$ cat src/rtl/sram_ctrl_pkg.sv
package sram_ctrl_pkg;

   typedef enum logic [1:0] {
      PH_IDLE   = 2'd0,
      PH_SETUP  = 2'd1,
      PH_STROBE = 2'd2,
      PH_HOLD   = 2'd3
   } phase_e;

   function automatic int unsigned bits_for(input int unsigned value);
      int unsigned w;
      w = $clog2(value + 1);
      return (w < 1) ? 1 : w;
   endfunction

   function automatic int unsigned max_of3(input int unsigned a,
                                           input int unsigned b,
                                           input int unsigned c);
      int unsigned m;
      m = a;
      if (b > m) m = b;
      if (c > m) m = c;
      return m;
   endfunction

endpackage

$ cat src/rtl/sram_phase_seq.sv
module sram_phase_seq
   import sram_ctrl_pkg::*;
#(
   parameter int unsigned WAIT_W    = 4,
   parameter int unsigned SETUP_CYC = 1,
   parameter int unsigned HOLD_CYC  = 1
) (
   input  logic              clk,
   input  logic              rst_n,
   input  logic              start_i,
   input  logic              start_wr_i,
   input  logic [WAIT_W-1:0] start_wait_i,
   output logic              ready_o,
   output logic              sel_nx_o,
   output logic              sample_o,
   output logic              ce_n_o,
   output logic              oe_n_o,
   output logic              we_n_o,
   output logic              dq_oe_o,
   output logic              done_o
);

   localparam int unsigned CNT_W = max_of3(WAIT_W, bits_for(SETUP_CYC), bits_for(HOLD_CYC));
   localparam logic [CNT_W-1:0] SETUP_LOAD = CNT_W'(SETUP_CYC - 1);
   localparam logic [CNT_W-1:0] HOLD_LOAD  = CNT_W'(HOLD_CYC - 1);

   phase_e            st_q, st_nx;
   logic [CNT_W-1:0]  cnt_q, cnt_nx;
   logic              wr_q, wr_nx;
   logic [WAIT_W-1:0] wait_q;
   logic              cnt_zero;
   logic              ce_n_q, oe_n_q, we_n_q, dq_oe_q, done_q;

   assign cnt_zero = (cnt_q == '0);

   always_comb begin
      st_nx  = st_q;
      cnt_nx = cnt_q;
      wr_nx  = wr_q;
      unique case (st_q)
         PH_IDLE: begin
            if (start_i) begin
               st_nx  = PH_SETUP;
               cnt_nx = SETUP_LOAD;
               wr_nx  = start_wr_i;
            end
         end
         PH_SETUP: begin
            if (cnt_zero) begin
               st_nx  = PH_STROBE;
               cnt_nx = CNT_W'(wait_q);
            end else begin
               cnt_nx = cnt_q - 1'b1;
            end
         end
         PH_STROBE: begin
            if (cnt_zero) begin
               st_nx  = PH_HOLD;
               cnt_nx = HOLD_LOAD;
            end else begin
               cnt_nx = cnt_q - 1'b1;
            end
         end
         PH_HOLD: begin
            if (cnt_zero) st_nx = PH_IDLE;
            else          cnt_nx = cnt_q - 1'b1;
         end
         default: st_nx = PH_IDLE;
      endcase
   end

   always_ff @(posedge clk or negedge rst_n) begin
      if (!rst_n) begin
         st_q    <= PH_IDLE;
         cnt_q   <= '0;
         wr_q    <= 1'b0;
         wait_q  <= '0;
         ce_n_q  <= 1'b1;
         oe_n_q  <= 1'b1;
         we_n_q  <= 1'b1;
         dq_oe_q <= 1'b0;
         done_q  <= 1'b0;
      end else begin
         st_q    <= st_nx;
         cnt_q   <= cnt_nx;
         wr_q    <= wr_nx;
         if (start_i && (st_q == PH_IDLE)) wait_q <= start_wait_i;
         ce_n_q  <= (st_nx == PH_IDLE);
         we_n_q  <= !((st_nx == PH_STROBE) && wr_nx);
         oe_n_q  <= !((st_nx == PH_STROBE) && !wr_nx);
         dq_oe_q <= (st_nx != PH_IDLE) && wr_nx;
         done_q  <= (st_q == PH_STROBE) && cnt_zero;
      end
   end

   assign ready_o  = (st_q == PH_IDLE);
   assign sel_nx_o = (st_nx != PH_IDLE);
   assign sample_o = (st_q == PH_STROBE) && cnt_zero && !wr_q;
   assign ce_n_o   = ce_n_q;
   assign oe_n_o   = oe_n_q;
   assign we_n_o   = we_n_q;
   assign dq_oe_o  = dq_oe_q;
   assign done_o   = done_q;

   // Phase-length observers: count strobe-low and setup cycles at the pins.
   logic             strb_n;
   logic [CNT_W:0]   strobe_run;
   logic [CNT_W:0]   setup_run;

   assign strb_n = oe_n_q & we_n_q;

   always_ff @(posedge clk or negedge rst_n) begin
      if (!rst_n) begin
         strobe_run <= '0;
         setup_run  <= '0;
      end else begin
         strobe_run <= strb_n ? '0 : strobe_run + 1'b1;
         if (ce_n_q)      setup_run <= '0;
         else if (strb_n) setup_run <= setup_run + 1'b1;
      end
   end

   assert_strobe_len_R3: assert property (@(posedge clk) disable iff (!rst_n)
      $rose(strb_n) |-> (strobe_run == ((CNT_W+1)'(wait_q) + (CNT_W+1)'(1))));

   assert_setup_len_R3: assert property (@(posedge clk) disable iff (!rst_n)
      $fell(strb_n) |-> (setup_run == (CNT_W+1)'(SETUP_CYC)));

   assert_strobe_excl_R9: assert property (@(posedge clk) disable iff (!rst_n)
      !(!oe_n_q && !we_n_q));

   assert_strobe_needs_ce_R9: assert property (@(posedge clk) disable iff (!rst_n)
      (!oe_n_q || !we_n_q) |-> !ce_n_q);

   assert_no_contention_R8: assert property (@(posedge clk) disable iff (!rst_n)
      dq_oe_q |-> oe_n_q);

   assert_turnaround_R8: assert property (@(posedge clk) disable iff (!rst_n)
      $fell(oe_n_q) |-> !$past(dq_oe_q));

   assert_done_single_R6: assert property (@(posedge clk) disable iff (!rst_n)
      done_q |=> !done_q);

   assert_select_after_accept_R2: assert property (@(posedge clk) disable iff (!rst_n)
      $fell(ce_n_q) |-> $past(start_i));

endmodule

$ cat src/rtl/sram_lane_path.sv
module sram_lane_path #(
   parameter int unsigned ADDR_W = 16,
   parameter int unsigned DATA_W = 16,
   parameter int unsigned LANES  = DATA_W / 8
) (
   input  logic              clk,
   input  logic              rst_n,
   input  logic              start_i,
   input  logic              sel_nx_i,
   input  logic              sample_i,
   input  logic [ADDR_W-1:0] req_addr_i,
   input  logic [DATA_W-1:0] req_wdata_i,
   input  logic [LANES-1:0]  req_mask_i,
   input  logic [DATA_W-1:0] dq_in_i,
   output logic [ADDR_W-1:0] addr_o,
   output logic [LANES-1:0]  lane_n_o,
   output logic [DATA_W-1:0] dq_out_o,
   output logic [DATA_W-1:0] rd_data_o
);

   logic [ADDR_W-1:0] addr_q;
   logic [DATA_W-1:0] dout_q;
   logic [LANES-1:0]  mask_q, mask_nx, lane_n_q;
   logic [DATA_W-1:0] rd_q;

   assign mask_nx = start_i ? req_mask_i : mask_q;

   always_ff @(posedge clk or negedge rst_n) begin
      if (!rst_n) begin
         addr_q   <= '0;
         dout_q   <= '0;
         mask_q   <= '0;
         lane_n_q <= '1;
      end else begin
         if (start_i) begin
            addr_q <= req_addr_i;
            dout_q <= req_wdata_i;
            mask_q <= req_mask_i;
         end
         lane_n_q <= sel_nx_i ? ~mask_nx : '1;
      end
   end

   for (genvar g = 0; g < LANES; g++) begin : g_lane
      always_ff @(posedge clk or negedge rst_n) begin
         if (!rst_n) begin
            rd_q[g*8 +: 8] <= '0;
         end else if (sample_i) begin
            rd_q[g*8 +: 8] <= mask_q[g] ? dq_in_i[g*8 +: 8] : 8'h00;
         end
      end
   end

   assign addr_o    = addr_q;
   assign lane_n_o  = lane_n_q;
   assign dq_out_o  = dout_q;
   assign rd_data_o = rd_q;

   assert_addr_steady_R3: assert property (@(posedge clk) disable iff (!rst_n)
      ((lane_n_q != '1) && $past(lane_n_q != '1)) |-> $stable(addr_q));

   assert_lanes_steady_R3: assert property (@(posedge clk) disable iff (!rst_n)
      ((lane_n_q != '1) && $past(lane_n_q != '1)) |-> $stable(lane_n_q));

endmodule

$ cat src/rtl/sram_async_ctrl.sv
module sram_async_ctrl #(
   parameter int unsigned ADDR_W    = 16,
   parameter int unsigned DATA_W    = 16,
   parameter int unsigned WAIT_W    = 4,
   parameter int unsigned SETUP_CYC = 1,
   parameter int unsigned HOLD_CYC  = 1
) (
   input  logic                  clk,
   input  logic                  rst_n,
   input  logic                  req_valid_i,
   input  logic                  req_write_i,
   input  logic [ADDR_W-1:0]     req_addr_i,
   input  logic [DATA_W-1:0]     req_wdata_i,
   input  logic [DATA_W/8-1:0]   req_mask_i,
   input  logic [WAIT_W-1:0]     cfg_wait_i,
   output logic                  ready_o,
   output logic [DATA_W-1:0]     rd_data_o,
   output logic                  done_o,
   output logic [ADDR_W-1:0]     mem_addr_o,
   output logic                  mem_ce_n_o,
   output logic                  mem_oe_n_o,
   output logic                  mem_we_n_o,
   output logic [DATA_W/8-1:0]   mem_lane_n_o,
   output logic [DATA_W-1:0]     mem_dq_o,
   output logic                  mem_dq_oe_o,
   input  logic [DATA_W-1:0]     mem_dq_i
);

   localparam int unsigned LANES = DATA_W / 8;

   if ((DATA_W % 8) != 0 || DATA_W == 0) begin : g_bad_width
      $error("sram_async_ctrl: DATA_W must be a non-zero multiple of 8");
   end
   if (SETUP_CYC < 1) begin : g_bad_setup
      $error("sram_async_ctrl: SETUP_CYC must be at least 1");
   end
   if (HOLD_CYC < 1) begin : g_bad_hold
      $error("sram_async_ctrl: HOLD_CYC must be at least 1");
   end
   if (WAIT_W < 1 || ADDR_W < 1) begin : g_bad_field
      $error("sram_async_ctrl: WAIT_W and ADDR_W must be at least 1");
   end

   logic ready, start, sel_nx, sample;

   assign start = req_valid_i && ready && (|req_mask_i);

   sram_phase_seq #(
      .WAIT_W    (WAIT_W),
      .SETUP_CYC (SETUP_CYC),
      .HOLD_CYC  (HOLD_CYC)
   ) u_seq (
      .clk          (clk),
      .rst_n        (rst_n),
      .start_i      (start),
      .start_wr_i   (req_write_i),
      .start_wait_i (cfg_wait_i),
      .ready_o      (ready),
      .sel_nx_o     (sel_nx),
      .sample_o     (sample),
      .ce_n_o       (mem_ce_n_o),
      .oe_n_o       (mem_oe_n_o),
      .we_n_o       (mem_we_n_o),
      .dq_oe_o      (mem_dq_oe_o),
      .done_o       (done_o)
   );

   sram_lane_path #(
      .ADDR_W (ADDR_W),
      .DATA_W (DATA_W),
      .LANES  (LANES)
   ) u_lane (
      .clk         (clk),
      .rst_n       (rst_n),
      .start_i     (start),
      .sel_nx_i    (sel_nx),
      .sample_i    (sample),
      .req_addr_i  (req_addr_i),
      .req_wdata_i (req_wdata_i),
      .req_mask_i  (req_mask_i),
      .dq_in_i     (mem_dq_i),
      .addr_o      (mem_addr_o),
      .lane_n_o    (mem_lane_n_o),
      .dq_out_o    (mem_dq_o),
      .rd_data_o   (rd_data_o)
   );

   assign ready_o = ready;

   assert_addr_still_we_R7: assert property (@(posedge clk) disable iff (!rst_n)
      !mem_we_n_o |-> $stable(mem_addr_o));

   assert_addr_hold_we_R7: assert property (@(posedge clk) disable iff (!rst_n)
      $rose(mem_we_n_o) |=> $stable(mem_addr_o));

   assert_lanes_need_ce_R2: assert property (@(posedge clk) disable iff (!rst_n)
      (mem_lane_n_o != '1) |-> !mem_ce_n_o);

   assert_write_drives_R4: assert property (@(posedge clk) disable iff (!rst_n)
      !mem_we_n_o |-> mem_dq_oe_o);

   assert_rdata_only_read_R6: assert property (@(posedge clk) disable iff (!rst_n)
      !$stable(rd_data_o) |-> $past(!mem_oe_n_o));

endmodule

$ cat config.mk
export PLATFORM = sky130hd
export DESIGN_NAME = sram_async_ctrl
export DESIGN_NICKNAME = d
export VERILOG_FILES = /design/src/rtl/sram_ctrl_pkg.sv /design/src/rtl/sram_phase_seq.sv /design/src/rtl/sram_lane_path.sv /design/src/rtl/sram_async_ctrl.sv
export SDC_FILE = /design/constraint.sdc
export NUM_CORES = 1
export LEC_CHECK = 0
export BUFFER_PORTS_ARGS = -buffer_cell sky130_fd_sc_hd__buf_2
export CAP_MARGIN = 40
export CORE_MARGIN = 10
export CORE_UTILIZATION = 48
export CTS_BUF_LIST = sky130_fd_sc_hd__clkbuf_8 sky130_fd_sc_hd__clkbuf_16
export CTS_CLUSTER_DIAMETER = 100
export DETAILED_ROUTE_END_ITERATION = 8
export PLACE_DENSITY = 0.79
export SYNTH_ARGS = -nofsm -noshare
export SYNTH_HDL_FRONTEND = slang
export SYNTH_SLANG_ARGS = --single-unit
$ cat constraint.sdc
create_clock -name clk -period 2.4 [get_ports clk]
set_clock_uncertainty 0.2 [all_clocks]
set_input_delay 0.72 -clock clk [delete_from_list [all_inputs] [get_ports clk]]
set_output_delay 0.72 -clock clk [all_outputs]
set_load 0.02 [all_outputs]
==> summary.md, run 1 <==
| Metric | Value |
|---|---|
| Status | complete, no violations |
| CTS Sinks | 68 |
| Pins Over Slew Limit | 0 |
| Full die area | 9436 um2 |
| Fin nets | 406 |
| Fin area | 3767 um2 |
| DRC viols | 0 |
| Number of synthesized flops with an enable pin | 0 |
| Clk slew on worst S/H paths | 80 ps |
| DRT antenna net count | 0 |
| Worst path arrival time | 1390 ps |
| R2R Path Start | u_seq.cnt_q[0] |
| Pre-antenna DRT Iters | 4 |
| Routed via count | 2244 |
| Ports | 114 |
| Grt ovf | 0 |
| Cell Chain, Critical Path | or2_1, buf_4, inv_1, clkbuf_4 |
| Crit path time final | 2311 ps |
| WL per Instance | 17.10 um |
| Post-synth top cells | dfrtp_1, mux2_2, nand2_1 |
| Non-Filler Instances | 427 |
| CP max stage cell | dfrtp_1 |
| Maxcap violations | 0 |
| Leakage | 0.001786 uW |
| Ant diodes | 0 |
| Achievable frequency | 0.4327 GHz |
| Syn Area/Cell | 12.47 um2 |
| Design Power | 5359 uW |
| Cell Rows | 28 |
| CTS tree | built |
| Die height | 97.14 um |
| Cell count after synthesis | 229 |
| #FFs+latches synth | 68 |
| H-Tree Depth | 3 |
| Max incr delay on CP | 370 ps |
| Routed vias/inst | 5.255 |
| Share of cells above drive strength 1 | 51.70% |
| Tightest Pin Transition | 442.3 ps |
| Net Count, Synth | 288 |
| Normalized max-slew margin | 70.20% |
| Initial drt markers | 118 |
| Starting density of the core | 48.82% |
| Vias in the first global route | 2347 |
| Post-Place Cells | 411 |
| Async S/R FF share, synth | 100.0% |
| Area share of the largest cell type after synthesis | 55.19% |
| Top cells by area, synth | dfrtp_1, mux2_2, dfstp_2 |
| Synthesized area | 2856 um2 |
| Final Hold Fails | 0 |
| HP Class | primary input to asynchronous set/reset pin |
| Clock latency on the worst-skew pair | 330 ps |
| Largest net degree at the start of global routing | 69 |
| FILL cells | 457 |
| Clock Tree Root | clkbuf_8 |
| Placed Area | 3542 um2 |
| # port buffers | 113 |
| Ys flop type | dfrtp_1 |
| Largest vdd supply drop | 0.0006649 V |
| Total Wirelength | 7.300 mm |
| Routability cong. | 0.8252 |
| RSZ-0062 raised after global routing | no |
| Distinct cells, synth | 45 |
| Max Root-Sink Buffers | 2 |
| Worst Path Required | 1480 ps |
| Tot GR Track Use | 15.47% |
| Final period util | 96.30% |
| Cell Pwr Density | 1422 nW/um2 |
| Area Overhead vs Synth | 31.89% |
| Fin Hold WS | 177.3 ps |
| Critical path class | flip-flop to output port |
| Clock buffer count from CTS | 9 |
| Startpoint class of the critical path | flip-flop |
| Worst setup startpoint | u_seq.st_q[1] |
| Crit path max fanout | 7 |
| Largest area contributor in the netlist | dfrtp_1 |
| Synthesis warning total | 0 |
| Count leader, synth | dfrtp_1 |
| Initial antenna violation count | 0 |
| HPWL after detailed placement | 5.437 mm |
| CP Capture Type | output port |
| Final Setup Violations | 0 |
| Seq/Total Area, Yosys | 59.79% |
| Chip width | 97.14 um |
| First-pass GRT wire length | 12.02 mm |
| Core footprint | 5851 um2 |
[registers in the layout (all words and copies together), names as in the netlist]
signal / cells
u_lane.addr_o: 16
u_lane.dq_out_o: 16
u_lane.lane_n_o: 2
u_lane.mask_q: 2
u_lane.rd_data_o: 16
u_seq.ce_n_o: 1
u_seq.cnt_q: 4
u_seq.done_o: 1
u_seq.dq_oe_o: 1
u_seq.oe_n_o: 1
u_seq.st_q: 2
u_seq.wait_q: 4
u_seq.we_n_o: 1
u_seq.wr_q: 1
[worst max-delay path: cells and delay by family (launching register included)]
family                 cells  cell delay (ps)
buffers and inverters      3              410
AND/OR/NAND/NOR            1              280
flip-flops                 1              370
[power by group]
group / switching (uW) / total (uW) / internal (uW)
Clock: 411 / 1010 / 604
Sequential: 322 / 2040 / 1710
Combinational: 1350 / 2310 / 957
[metrics by stage]
step           setup TNS [ps]  utilization [%]  worst slack [ps]
6_report                    0            64.39             88.69
5_1_grt                     0            64.39            0.1521
4_1_cts                     0            64.26             22.85
3_5_place_dp                0            60.54             121.6
3_3_place_gp            -3116            60.20            -90.08
2_1_floorplan               0                -             261.5
[what timing repair did]
action	4_1_cts	5_1_grt
buffers inserted	0	0
resized for setup	0	3
setup endpoints to repair	0	13
hold buffers	0	0
[cell usage in the layout, fill, tap and decap left out, types with 2 or more instances in the layout]
master     instances
inv_1              8
o211ai_1           2
buf_4             10
buf_12             2
nand2b_1           3
a21oi_1            2
mux2_2            33
o21ai_0           10
mux2_1             3
and3_1             2
o22ai_1            2
clkbuf_8          10
buf_2            112
dfrtp_1           63
o21ai_1           10
o31ai_1           16
a21boi_0           2
nand3_1            2
o21a_1             2
or2_2              2
nand2_1           19
nor2_1             3
bufinv_16          2
dfstp_2            5
mux2i_1            3
[path summary, 6_finish.rpt]
path	end	slack, ps	cells past startpoint
setup / recovery	ready_o	90	4
hold / removal	u_lane.addr_o[12]	180	2
setup reg to reg	u_seq.dq_oe_o	200	7
hold reg to reg	u_lane.addr_o[10]	290	1
max in group asynchronous	u_seq.we_n_o	1480	2
min in group clk	u_lane.addr_o[10]	290	1
[cell families (layout without fill, tap and decap cells)]
family,after synthesis,after routing,share of synthesized area [%]
muxes,39,39,15.24
xor gates and xnor gates,1,1,0.3067
and+or+nand+nor,42,42,7.841
DFF,68,68,59.79
buffers and inverters,24,147,3.898
AOI/OAI and AO/OA,54,54,12.48
adders and majority gates,1,1,0.4380
[routing by layer]
metal | vias to the layer above | share of wire, % | GRT usage (%)
met4 | 0 | 2.2 | 7.491
met2 | 71 | 52 | 26.08
met1 | 1108 | 39 | 17.41
met5 | - | 0 | 0
met3 | 13 | 5.8 | 4.623
li1 | 1052 | - | -
[layout make-up]
cell class | count | area, um2 | area share (%)
clock buffer | 10 | 137.6 | 3.653
clock inverter | 6 | 80.08 | 2.126
inverter | 6 | 22.52 | 0.5978
multi-input combinational | 137 | 1042 | 27.67
sequential | 68 | 1708 | 45.33
tap | 75 | 93.84 | 2.491
timing repair buffer | 125 | 683.2 | 18.13
No activity file was read; power rests on OpenSTA's default activity.
==> inputs of run 2 (changes only) <==
--- a/config.mk
+++ b/config.mk
@@ -6,13 +6,12 @@
 export NUM_CORES = 1
 export LEC_CHECK = 0
 export BUFFER_PORTS_ARGS = -buffer_cell sky130_fd_sc_hd__buf_2
-export CAP_MARGIN = 40
 export CORE_MARGIN = 10
 export CORE_UTILIZATION = 48
 export CTS_BUF_LIST = sky130_fd_sc_hd__clkbuf_8 sky130_fd_sc_hd__clkbuf_16
 export CTS_CLUSTER_DIAMETER = 100
 export DETAILED_ROUTE_END_ITERATION = 8
-export PLACE_DENSITY = 0.79
+export PLACE_DENSITY = 0.86
 export SYNTH_ARGS = -nofsm -noshare
 export SYNTH_HDL_FRONTEND = slang
 export SYNTH_SLANG_ARGS = --single-unit
==> run 2 against run 1 <==
Wire length fell by 5.8%. Sequential power barely moved. Critical path depth fell by 1. Utilization fell by 0.30 points. Largest cell class unchanged. Highest routed layer unchanged.
==> summary.md, run 2 (same netlist as run 1, synthesis figures left out) <==
| Metric | Value |
|---|---|
| Status | complete, no violations |
| Commonest non-fill, non-tap cells in the layout | buf_2, dfrtp_1, mux2_2 |
| Cell Rows | 28 |
| Leakage | 0.001777 uW |
| CTS tree | built |
| Pre-antenna DRT Iters | 4 |
| Clk slew on worst S/H paths | 70 ps |
| Pins Over Slew Limit | 0 |
| Largest net degree at the start of global routing | 69 |
| Maxcap violations | 0 |
| Fin Hold WS | 177.2 ps |
| Final Hold Fails | 0 |
| Startpoint class of the critical path | flip-flop |
| Initial antenna violation count | 0 |
| Clock Tree Root | clkbuf_8 |
| Total Wirelength | 6.878 mm |
| Largest vdd supply drop | 0.0007492 V |
| Tightest Pin Transition | 521.2 ps |
| Final Setup Violations | 0 |
| Routed via count | 2210 |
| Crit path max fanout | 10 |
| Vias in the first global route | 2297 |
| Fin util | 64.09% |
| Psw | 2054 uW |
| Setup TNS | 0 ps |
| Clock latency on the worst-skew pair | 330 ps |
| Area Overhead vs Synth | 31.27% |
| Ant diodes | 0 |
| Die height | 97.14 um |
| Clock buffer count from CTS | 9 |
| R2r setup slk | 180 ps |
| Part of the power in registers | 38.3% |
| RSZ-0062 raised after global routing | no |
| Post CTS Setup Buffer Count | 0 |
| Max Used Layer | met4 |
| Full die area | 9436 um2 |
| Ports | 114 |
| DRT antenna net count | 0 |
| Fin nets | 404 |
| Worst path arrival time | 1320 ps |
| P_int | 3268 uW |
| CP Capture Type | output port |
| Core footprint | 5851 um2 |
| Routability cong. | 0.9259 |
| Flip-flop and latch area | 1708 um2 |
| Comb power frac | 42.6% |
| # port buffers | 113 |
| Starting density of the core | 48.82% |
| DRT met1 WL | 2.855 mm |
| Share of cells above drive strength 1 | 51.43% |
| Final period util | 93.29% |
| DRC viols | 0 |
| First-pass GRT wire length | 11.50 mm |
| Crit path time final | 2239 ps |
| Routed vias/inst | 5.200 |
| Net Sw Frac | 38.59% |
| Normalized max-slew margin | 65.18% |
| Max Root-Sink Buffers | 2 |
| Power share of the clock group | 19.1% |
| H-Tree Depth | 3 |
| Cell Pwr Density | 1419 nW/um2 |
| Initial drt markers | 115 |
| FILL cells | 469 |
| Grt ovf | 0 |
| Achievable frequency | 0.4466 GHz |
| Commonest non-fill, non-tap cell in the layout | buf_2 |
| Met2 wire length | 3.418 mm |
| Chip width | 97.14 um |
| Tot GR Track Use | 14.60% |
| HPWL after detailed placement | 5.174 mm |
| WL per Instance | 16.18 um |
| Critical path class | flip-flop to output port |
| CTS Sinks | 68 |
| Met3 WL post-DR | 477 um |
| Multi-input gate area | 1042 um2 |
| HP Class | primary input to asynchronous set/reset pin |
| Worst Path Required | 1480 ps |
[run 2: changes by cell type in the layout (fill, tap and decap cells not counted), sizes merged]
cell	before	now
clkbuf	11	10
buf	124	123
[run 2: final cells by class]
cell class	instances	share of cell area (%)
sequential	68	45.55
multi-input combinational	137	27.79
timing repair buffer	123	17.75
clock buffer	10	3.670
tap	75	2.503
clock inverter	6	2.135
inverter	6	0.6006
[run 2: critical path, stage by stage, from the launching register on]
cell and delay (ps):
dfrtp_1 490, or2_0 260, inv_1 80, buf_2 170
[run 2: timing repair]
action | CTS | global route
hold buffers | 0 | 0
setup endpoints to repair | 0 | 16
resized for setup | 0 | 1
[run 2: path summary, 6_finish.rpt]
| check | startpoint | endpoint | cells after the start |
|---|---|---|---|
| setup / recovery | u_seq.st_q[0] | ready_o | 3 |
| hold reg to reg | u_lane.addr_o[10] | u_lane.addr_o[10] | 1 |
| hold / removal | rst_n | u_seq.cnt_q[0] | 2 |
| max in group asynchronous | rst_n | u_seq.oe_n_o | 2 |
| setup reg to reg | u_seq.cnt_q[0] | u_lane.rd_data_o[2] | 5 |
| min in group clk | u_lane.addr_o[10] | u_lane.addr_o[10] | 1 |
[run 2: metal layers]
| metal | up-vias | global-route usage [%] |
|---|---|---|
| li1 | 1050 | - |
| met1 | 1073 | 17.35 |
| met2 | 78 | 23.35 |
| met3 | 9 | 4.694 |
| met4 | 0 | 6.924 |
| met5 | - | 0 |
[run 2: power groups by stage]
stage          Combinational, uW  Sequential (uW)  Clock [uW]
5_1_grt                     2470             2120        1100
3_3_place_gp                2240             2030           0
2_1_floorplan               1020             2530           0
3_5_place_dp                2290             2060           0
6_report                    2270             2040        1020
4_1_cts                     2310             2040        1040
[run 2: stage by stage]
stage	setup slack, ps	std cells	cell area (um2)	power [uW]
final	160.9	425	3750	5321
after detailed placement	11.92	409	3527	4357
after global routing	30.31	425	3750	5690
after global placement	116.7	409	3527	4274
after floorplan	261.5	229	2856	3549
after CTS	19.71	425	3745	5390
